### src/rtl/pwm4_pkg.sv
package pwm4_pkg;
  typedef enum logic {
    DIR_UP   = 1'b0,
    DIR_DOWN = 1'b1
  } dir_t;
endpackage

### src/rtl/pwm4_rst_sync.sv
module pwm4_rst_sync (
  input  logic clk,
  input  logic rst_n,
  output logic rst_n_sync
);
  logic [1:0] sync_q;

  always_ff @(posedge clk or negedge rst_n) begin
    if (!rst_n) sync_q <= 2'b00;
    else        sync_q <= {sync_q[0], 1'b1};
  end

  assign rst_n_sync = sync_q[1];
endmodule

### src/rtl/pwm4_prescaler.sv
module pwm4_prescaler #(
  parameter int DIV_W = 3
) (
  input  logic             clk,
  input  logic             rst_n,
  input  logic             run_i,
  input  logic [DIV_W-1:0] div_i,
  output logic             tick_o
);
  localparam int PSC_W = (1 << DIV_W) - 1;

  logic [PSC_W-1:0] psc_q, psc_d;
  logic [PSC_W:0]   mask_full;
  logic [PSC_W-1:0] mask;

  always_comb begin
    mask_full = ((PSC_W+1)'(1) << div_i) - (PSC_W+1)'(1);
    mask      = mask_full[PSC_W-1:0];
    tick_o    = run_i && ((psc_q & mask) == mask);
    psc_d     = run_i ? psc_q + PSC_W'(1) : '0;
  end

  always_ff @(posedge clk or negedge rst_n) begin
    if (!rst_n) psc_q <= '0;
    else        psc_q <= psc_d;
  end


  tick_gap_chk: assert property (@(posedge clk) disable iff (!rst_n)
    (tick_o && div_i != '0) |=> (!tick_o || div_i == '0));
endmodule

### src/rtl/pwm4_counter.sv
module pwm4_counter
  import pwm4_pkg::*;
#(
  parameter int CNT_W = 15
) (
  input  logic             clk,
  input  logic             rst_n,
  input  logic             tick_i,
  input  logic             clr_i,
  input  logic             center_i,
  input  logic             run_i,
  input  logic [CNT_W-1:0] top_i,
  output logic [CNT_W-1:0] cnt_o,
  output logic             wrap_o
);
  logic [CNT_W-1:0] cnt_q, cnt_d;
  dir_t             dir_q, dir_d;
  logic             wrap;

  always_comb begin
    cnt_d = cnt_q;
    dir_d = dir_q;
    wrap  = 1'b0;
    if (clr_i) begin
      cnt_d = '0;
      dir_d = DIR_UP;
    end else if (tick_i) begin
      if (!center_i) begin
        dir_d = DIR_UP;
        if (cnt_q >= top_i) begin
          cnt_d = '0;
          wrap  = 1'b1;
        end else begin
          cnt_d = cnt_q + CNT_W'(1);
        end
      end else if (dir_q == DIR_UP) begin
        if (cnt_q >= top_i) begin
          if (cnt_q <= CNT_W'(1)) begin
            cnt_d = '0;
            wrap  = 1'b1;
          end else begin
            cnt_d = cnt_q - CNT_W'(1);
            dir_d = DIR_DOWN;
          end
        end else begin
          cnt_d = cnt_q + CNT_W'(1);
        end
      end else begin
        if (cnt_q <= CNT_W'(1)) begin
          cnt_d = '0;
          wrap  = 1'b1;
          dir_d = DIR_UP;
        end else begin
          cnt_d = cnt_q - CNT_W'(1);
        end
      end
    end
  end

  always_ff @(posedge clk or negedge rst_n) begin
    if (!rst_n) begin
      cnt_q <= '0;
      dir_q <= DIR_UP;
    end else begin
      cnt_q <= cnt_d;
      dir_q <= dir_d;
    end
  end

  assign cnt_o  = cnt_q;
  assign wrap_o = wrap;


  cnt_range_chk: assert property (@(posedge clk) disable iff (!rst_n)
    run_i |-> (cnt_q <= top_i));


  wrap_zero_chk: assert property (@(posedge clk) disable iff (!rst_n)
    wrap_o |=> (cnt_q == '0));
endmodule

### src/rtl/pwm4_channel.sv
module pwm4_channel #(
  parameter int CNT_W = 15,
  localparam int DUTY_W = CNT_W + 1
) (
  input  logic              clk,
  input  logic              rst_n,
  input  logic              wr_i,
  input  logic [DUTY_W-1:0] wr_data_i,
  input  logic              load_i,
  input  logic              run_i,
  input  logic [CNT_W-1:0]  cnt_i,
  output logic              pwm_o
);
  logic [DUTY_W-1:0] pend_q, pend_d;
  logic [DUTY_W-1:0] act_q, act_d;
  logic              below;

  always_comb begin
    pend_d = wr_i ? wr_data_i : pend_q;
    act_d  = load_i ? pend_q : act_q;
    below  = cnt_i < act_q[CNT_W-1:0];
    pwm_o  = run_i & (below ^ act_q[CNT_W]);
  end

  always_ff @(posedge clk or negedge rst_n) begin
    if (!rst_n) begin
      pend_q <= '0;
      act_q  <= '0;
    end else begin
      pend_q <= pend_d;
      act_q  <= act_d;
    end
  end


  duty_hold_chk: assert property (@(posedge clk) disable iff (!rst_n)
    !load_i |=> $stable(act_q));
endmodule

### src/rtl/pwm4_core.sv
module pwm4_core #(
  parameter int CH_N  = 4,
  parameter int CNT_W = 15,
  parameter int DIV_W = 3,
  localparam int DUTY_W = CNT_W + 1
) (
  input  logic                   clk,
  input  logic                   rst_n,
  input  logic                   start_i,
  input  logic                   stop_i,
  input  logic [DIV_W-1:0]       div_i,
  input  logic                   center_i,
  input  logic                   ld_i,
  input  logic [CH_N*DUTY_W-1:0] ld_duty_i,
  input  logic                   ld_top_en_i,
  input  logic [CNT_W-1:0]       ld_top_i,
  output logic [CH_N-1:0]        pwm_o,
  output logic                   period_end_o,
  output logic                   idle_o
);
  logic             rst_n_i;
  logic             run_q, run_d;
  logic             stop_pend_q, stop_pend_d;
  logic             pe_q;
  logic [CNT_W-1:0] pend_top_q, pend_top_d;
  logic [CNT_W-1:0] act_top_q, act_top_d;
  logic             tick, wrap, start_go, stopping, load_act;
  logic [CNT_W-1:0] cnt;

  pwm4_rst_sync u_rst (
    .clk        (clk),
    .rst_n      (rst_n),
    .rst_n_sync (rst_n_i)
  );

  pwm4_prescaler #(.DIV_W(DIV_W)) u_psc (
    .clk    (clk),
    .rst_n  (rst_n_i),
    .run_i  (run_q),
    .div_i  (div_i),
    .tick_o (tick)
  );

  pwm4_counter #(.CNT_W(CNT_W)) u_cnt (
    .clk      (clk),
    .rst_n    (rst_n_i),
    .tick_i   (tick),
    .clr_i    (start_go),
    .center_i (center_i),
    .run_i    (run_q),
    .top_i    (act_top_q),
    .cnt_o    (cnt),
    .wrap_o   (wrap)
  );

  always_comb begin
    start_go    = start_i && !run_q;
    stopping    = wrap && stop_pend_q;
    load_act    = start_go || wrap;
    run_d       = run_q;
    stop_pend_d = stop_pend_q;
    if (start_go) begin
      run_d       = 1'b1;
      stop_pend_d = 1'b0;
    end else if (stopping) begin
      run_d       = 1'b0;
      stop_pend_d = 1'b0;
    end else if (stop_i && run_q) begin
      stop_pend_d = 1'b1;
    end
    pend_top_d = ld_top_en_i ? ld_top_i : pend_top_q;
    act_top_d  = load_act ? pend_top_q : act_top_q;
  end

  always_ff @(posedge clk or negedge rst_n_i) begin
    if (!rst_n_i) begin
      run_q       <= 1'b0;
      stop_pend_q <= 1'b0;
      pe_q        <= 1'b0;
      pend_top_q  <= '1;
      act_top_q   <= '1;
    end else begin
      run_q       <= run_d;
      stop_pend_q <= stop_pend_d;
      pe_q        <= wrap;
      pend_top_q  <= pend_top_d;
      act_top_q   <= act_top_d;
    end
  end

  for (genvar g = 0; g < CH_N; g++) begin : g_ch
    pwm4_channel #(.CNT_W(CNT_W)) u_ch (
      .clk       (clk),
      .rst_n     (rst_n_i),
      .wr_i      (ld_i),
      .wr_data_i (ld_duty_i[g*DUTY_W +: DUTY_W]),
      .load_i    (load_act),
      .run_i     (run_q),
      .cnt_i     (cnt),
      .pwm_o     (pwm_o[g])
    );
  end

  assign period_end_o = pe_q;
  assign idle_o       = !run_q;


  idle_quiet_chk: assert property (@(posedge clk) disable iff (!rst_n_i)
    idle_o |-> (pwm_o == '0));


  stop_at_end_chk: assert property (@(posedge clk) disable iff (!rst_n_i)
    $rose(idle_o) |-> period_end_o);


  pe_running_chk: assert property (@(posedge clk) disable iff (!rst_n_i)
    period_end_o |-> !$past(idle_o));


  start_ignored_chk: assert property (@(posedge clk) disable iff (!rst_n_i)
    (!idle_o && start_i && !stop_pend_q) |=> !idle_o);
endmodule

### config.mk
export PLATFORM = sky130hd
export DESIGN_NAME = pwm4_core
export DESIGN_NICKNAME = d
export VERILOG_FILES = /design/src/rtl/pwm4_pkg.sv /design/src/rtl/pwm4_rst_sync.sv /design/src/rtl/pwm4_prescaler.sv /design/src/rtl/pwm4_counter.sv /design/src/rtl/pwm4_channel.sv /design/src/rtl/pwm4_core.sv
export SDC_FILE = /design/constraint.sdc
export NUM_CORES = 1
export LEC_CHECK = 0
export BUFFER_PORTS_ARGS = -buffer_cell sky130_fd_sc_hd__buf_2
export CAP_MARGIN = 10
export CELL_PAD_IN_SITES_DETAIL_PLACEMENT = 0
export CELL_PAD_IN_SITES_GLOBAL_PLACEMENT = 1
export CORE_ASPECT_RATIO = 0.75
export CORE_UTILIZATION = 52
export CTS_CLUSTER_SIZE = 24
export DETAILED_ROUTE_END_ITERATION = 16
export GPL_TIMING_DRIVEN = 0
export PLACE_DENSITY_LB_ADDON = 0.12
export REMOVE_ABC_BUFFERS = 1
export SYNTH_ARGS = -nofsm -noshare
export SYNTH_HDL_FRONTEND = slang
export SYNTH_SLANG_ARGS = --single-unit
### constraint.sdc
create_clock -name clk -period 9.3 [get_ports clk]
set_input_delay 1.395 -clock clk [delete_from_list [all_inputs] [get_ports clk]]
set_output_delay 1.395 -clock clk [all_outputs]
set_load 0.005 [all_outputs]
### Yosys cells after proc, flatten, opt, wreduce, memory -nomap -nowiden

Index checks and enable logic that the tools add are counted.

* bits of input ports: 89
* output and inout bits: 6
* logic and storage cells: 73
* bits in registers: 186

* multiplexer cells: 26
* bitwise gates (word level): 9
* shift-type cells: 1
* reduce and logical (&&, ||, !) cells: 9
* order comparisons: 6
* add/subtract/negate cells: 4
* equality and inequality tests: 1

Operators by type and width (number)
* 15-bit 2-to-1 mux: 7
* 15-bit less-than comparator: 4
* 1-bit 2-to-1 mux: 18
* 15-bit by 1-bit adder with 15-bit output (second input constant): 1
* 15-bit >= comparator: 1
* 15-bit by 1-bit <= comparator with 1-bit output (second input constant): 1
* 15-bit by 1-bit subtractor with 15-bit output (second input constant): 1
* 7-bit by 1-bit adder with 7-bit output (second input constant): 1
* 7-bit AND: 1
* 7-bit == test: 1
* 7-bit 2-to-1 mux: 1
* 1-bit by 3-bit left shift with 7-bit output (first input constant): 1
* 7-bit by 2-bit subtractor with 7-bit output (second input constant): 1
* 1-bit AND: 4
* 1-bit logical AND: 4
* 2-bit nonzero test: 2
* 1-bit bitwise XOR: 4
* 3-bit nonzero test: 1
* 1-bit logical NOT: 1
* 1-bit logical OR: 1

### Longest topological paths before layout

* depth in word-level cells: 10
* mapped depth: 13
* mapped depth without buffers: 10

### Cells and area by module

From an unflattened synthesis, not the netlist that was laid out.

* cell total of the unflattened synthesis: 857
* area total of the unflattened synthesis: 9490.4 µm²

By module, submodules not included
* pwm4_channel: area each 1519.0 µm², instances 4, sequential area each 800.8 µm², cells each 135
* pwm4_counter: area each 1659.1 µm², instances 1, sequential area each 400.4 µm², cells each 201
* pwm4_core: area each 1341.3 µm², instances 1, sequential area each 863.3 µm², cells each 76
* pwm4_prescaler: area each 360.3 µm², instances 1, sequential area each 175.2 µm², cells each 37
* pwm4_rst_sync: area each 53.8 µm², instances 1, sequential area each 50.0 µm², cells each 3

### Worst setup path before layout

Ideal clock, no wire load.

* path kind: input port to flip-flop
* start: input port div_i[2]
* end: register u_cnt.cnt_q[13] (netlist: u_cnt.cnt_o[13])
* data arrival time: 3816 ps
* setup slack: 5396 ps
* required time: 9212 ps
* library setup time: 88 ps
* buffers on the path: 2
* stages on the path: 10
* cell sequence: or3_1 > ha_1 > xnor2_1 > a2bb2o_1 > or2_2 > clkbuf_1 > nor2_1 > clkbuf_1 > o21ai_0 > a41oi_1

* word-level cells in the longest chain between the ends: 6

RTL lines
* start: declaration: line pwm4_core.sv:11 `input logic [DIV_W-1:0] div_i,`
* 1-bit by 3-bit left shift with 7-bit output *: line pwm4_prescaler.sv:17 `mask_full = ((PSC_W+1)'(1) << div_i) - (PSC_W+1)'(1);`
* 7-bit by 2-bit subtractor with 7-bit output *: line pwm4_prescaler.sv:17
* 7-bit AND: line pwm4_prescaler.sv:19 `tick_o = run_i && ((psc_q & mask) == mask);`
* 7-bit == test *: line pwm4_prescaler.sv:19
* 1-bit logical AND *: line pwm4_prescaler.sv:19
* 2-bit nonzero test (no line) *
* end signal: assignment: line pwm4_counter.sv:65 `cnt_q <= cnt_d;`
* end: declaration: line pwm4_counter.sv:16 `logic [CNT_W-1:0] cnt_q, cnt_d;`

Every way passes the cells marked *; elsewhere a longest branch is shown, timed or not.
A chain may end at the register's enable or synchronous reset.

### Final worst setup path

* start: register u_cnt.cnt_q[8] (netlist: u_cnt.cnt_o[8])
* end: output port pwm_o[2]

* word-level cells in the longest chain between the ends: 3

RTL lines
* 15-bit less-than comparator: line pwm4_channel.sv:21 `below = cnt_i < act_q[CNT_W-1:0];`
* 1-bit bitwise XOR: line pwm4_channel.sv:22 `pwm_o = run_i & (below ^ act_q[CNT_W]);`
* 1-bit AND: line pwm4_channel.sv:22
* end: declaration: line pwm4_core.sv:17 `output logic [CH_N-1:0] pwm_o,`

No other way between the ends.

==> impl_results.md <==
- Synth Area in Compound Gates: 8.26%
- Internal power: ~2.2 mW
- Sw Ratio: between 30% and 40%
- Ratio of cells with drive above 1 in the final layout: a little over a third
- Io pins: 95
- Final Hold Violating Endpoints: 0
- Commonest non-fill, non-tap cell in the layout: dfrtp_1
- Syn. warnings: 0
- CP max FO: 17
- Synth area leader: dfrtp_1
- Util after Layout: between 60% and 70%
- Worst-path clk slew: roughly 0.070 ns
- Critical path class: flip-flop to output port
- Num Clock Sinks: 186
- Outcome: complete, no violations
- Worst Skew: between 0.009 and 0.01 ns
- CP peak stage delay: 0.80 ns
- Critical Path, Cell by Cell: ha_1 -> a21o_1 -> a21o_1 -> a2111oi_0 -> o21ai_0 -> a21oi_1 -> xnor2_1 -> nor2_1 -> buf_2
- Setup bufs post-CTS: 0
- Register area share after synthesis: between 40 and 50%
- Top cell type's share of synthesized area: between 40% and 50%
- Clk root buf: clkbuf_16
- Vias after detailed routing: between 6000 and 7000
- Post_cts resized: 0
- Sum of negative setup slack: 0 ns
- Avg Cell Area, Syn: between 10 and 15 µm²
- Worst-margin pin slew: between 1 and 1.5 ns
- Fmax: 220 MHz
- Prevailing post-synth register cell: dfrtp_1
- # DRC: 0
- Tightest Hold Check Type: flip-flop to flip-flop
- Number of buffers created by CTS: 17
- Core ar.: 17900 µm²
- Port Buf Inserts: 94
- Die Area: 19000 µm²
- Post-synth ARST share: 100%
- # rows: between 40 and 50
- Simple-gate area share of the yosys netlist: under 10%
- Sequential fraction of design power: around two fifths
- PwrDens: between 300 and 400 nW/µm²
- First-pass GRT wire length: 33500 µm
- Final setup viols: 0
- RSZ-0062 raised after global routing: false
- Final Max Tran Viols: 0
- Synth Area in XOR/XNOR: 1.00%
- Slew Limit Headroom: between 20% and 30%
- GP Congestion: a little over 0.8
- WP data required: between 7 and 8 ns
- CTS tree: built
- Max-cap violation count: 0
- WP data arrival: approximately 3.2 ns
- Bufs on Longest Clock Path: 2
- H-Tree Level Count: 4
- Main combinational cell family by area after synthesis: multiplexers
- Initial antenna violation count: 0
- Area contributors post-synth: dfrtp_1 (41%), mux2_2 (17%), ha_1 (9.9%), dfstp_2 (8.2%), inv_1 (3.1%)
- VDD IR max: around 140 µV
- WL/cell: roughly 17 µm
- Post-route clock period utilization: about half
- Total gr overflow: 0
- Number of inserted diodes: 0
- Hold_buf cts: 0
- Tmin final: between 4 and 5 ns
- Initial drt markers: 363
- Worst hold slack: approximately 0.35 ns
- Post-synth EDFFs: 0
- Synth unique cells: 54
- Logic pwr share: around 40%
- Cell with the most instances on the worst path: a21o_1
- WL final: 19700 µm
- Sequential cell area: around 4700 µm²
- Clk_lat worst skew: about 0.44 ns
- Largest net degree at the start of global routing: 80
- Routed Antenna Nets: 0
- Fillers: about 1500
- Layout area overhead: 13.4%
- Post-Synth Adder-Cell Area: about a tenth
- Via-per-instance ratio: 5.59
- Die height: approximately 120 µm
- Mux cell area share after synthesis: between 10% and 20%
- Area of the multi-input gates: around 4400 µm²
- Die X: 159 µm
- Vias in the first global route: 6747
- Initial Util: about 54%
- DP HPWL: 13900 µm
- Mapped cell area: around 9600 µm²
- Leakage power: roughly 5.2 nW
- Most frequent cells in the layout: dfrtp_1 (155), mux2_2 (148), buf_2 (94)
- NumNets Final: between 1000 and 1500
- Post-Synthesis Cells: 803
- Critical path's slowest cell: dfrtp_1
- Clock power frac: a little over a fifth
- Synth Register Bits: about 190
- Sw power: about 1.3 mW
- Worst setup SP type: flip-flop
- DR pass1 iterations: 4
- Critical path capture point type: output port
- Total global-route track usage: between 20% and 30%
[cells by family (layout without fill, tap and decap cells)]
logic type,count (synthesis),after routing
xor+xnor,11,11
buf+inv,112,207
fa+ha+maj,76,76
other cells,1,1
flops,186,186
simple gates,143,143
mux,160,160
compound gates,114,114
[state kept, by name (all words and copies together) (netlist names)]
signal            flops
g_ch.u_ch.act_q      64
g_ch.u_ch.pend_q     64
act_top_q            15
pend_top_q           15
u_cnt.cnt_o          15
u_psc.psc_q           7
u_rst.sync_q          2
period_end_o          1
run_q                 1
stop_pend_q           1
u_cnt.dir_q           1
[final timing paths]
check / start / end / slack [ns] / cells after the start
hold reg to reg: u_rst.sync_q[0] / u_rst.sync_q[1] / 0.35 / 0
min in group asynchronous: u_rst.sync_q[1] / g_ch[3].u_ch.pend_q[0] / 0.40 / 0
hold / removal: u_rst.sync_q[0] / u_rst.sync_q[1] / 0.35 / 0
max in group asynchronous: u_rst.sync_q[1] / act_top_q[8] / 8.09 / 1
setup reg to reg: u_cnt.cnt_o[8] / g_ch[2].u_ch.act_q[11] / 5.13 / 8
setup / recovery: u_cnt.cnt_o[8] / pwm_o[2] / 4.75 / 9
[cell usage after synthesis, types with 2 or more instances]
| cell type | number |
|---|---|
| or3_1 | 12 |
| and2_1 | 3 |
| o2111ai_1 | 4 |
| and3_1 | 5 |
| nand3b_1 | 2 |
| a31oi_1 | 10 |
| buf_1 | 2 |
| a211oi_1 | 5 |
| nand2_1 | 23 |
| mux2i_1 | 2 |
| a211o_1 | 5 |
| o21a_1 | 2 |
| nor2_1 | 30 |
| buf_2 | 6 |
| or2_2 | 2 |
| buf_4 | 4 |
| xor2_1 | 4 |
| inv_1 | 78 |
| a221oi_1 | 11 |
| a21o_1 | 14 |
| nand2b_1 | 9 |
| clkbuf_1 | 17 |
| mux2_4 | 10 |
| xnor2_1 | 7 |
| ha_1 | 76 |
| o211ai_1 | 4 |
| mux2_2 | 148 |
| dfrtp_1 | 156 |
| a22oi_1 | 4 |
| a2111oi_0 | 4 |
| dfstp_2 | 30 |
| buf_6 | 5 |
| nand4_1 | 10 |
| nor3_1 | 18 |
| o21ai_0 | 16 |
| a21oi_1 | 27 |
| nand3_1 | 21 |
[power by group through the flow]
stage	combinational (mW)	clock, mW	sequential (mW)
after floorplan	1.03	0	1.27
after global placement	1.28	0	1.36
after detailed placement	1.39	0	1.36
after CTS	1.41	0.783	1.35
after global routing	1.58	0.817	1.39
final	1.40	0.770	1.35
[area by class of cell]
class / instances / share of cell area, %
Clock inverter: 14 / 1.70
Clock buffer: 18 / 4.04
Multi-Input combinational cell: 505 / 40.6
Sequential cell: 186 / 43.2
Tap cell: 242 / 2.78
Timing Repair Buffer: 97 / 5.02
Inverter: 78 / 2.69
[critical path: cells and delay by family (launching register included)]
kind | cells | cell delay, ns
flops | 1 | 0.80
compound gates | 5 | 1.19
simple gates | 1 | 0.05
xor+xnor | 1 | 0.15
fa+ha+maj | 1 | 0.38
buf+inv | 1 | 0.15
[per-stage QoR]
step                cell area [µm²]  instances  total power, mW  worst slack, ns
floorplan                      9400        769             2.30             3.79
global placement              10200       1105             2.64             2.03
detailed placement            10300       1108             2.75             4.73
CTS                           10900       1140             3.54             4.77
global route                  10900       1140             3.78             4.58
finish                        10900       1140             3.52             4.75
[metal layers]
metal  part of all wire [%]  routed length [µm]  up-vias  GRT usage, %
met5                      0                   0        -             0
met4                    1.7                 333        0          7.77
met3                    4.2                 838       28          4.56
met2                     47                9320      150          36.2
met1                     47                9240     3183          29.6
li1                       -                   -     3013             -
No activity file was read; power rests on OpenSTA's default activity.
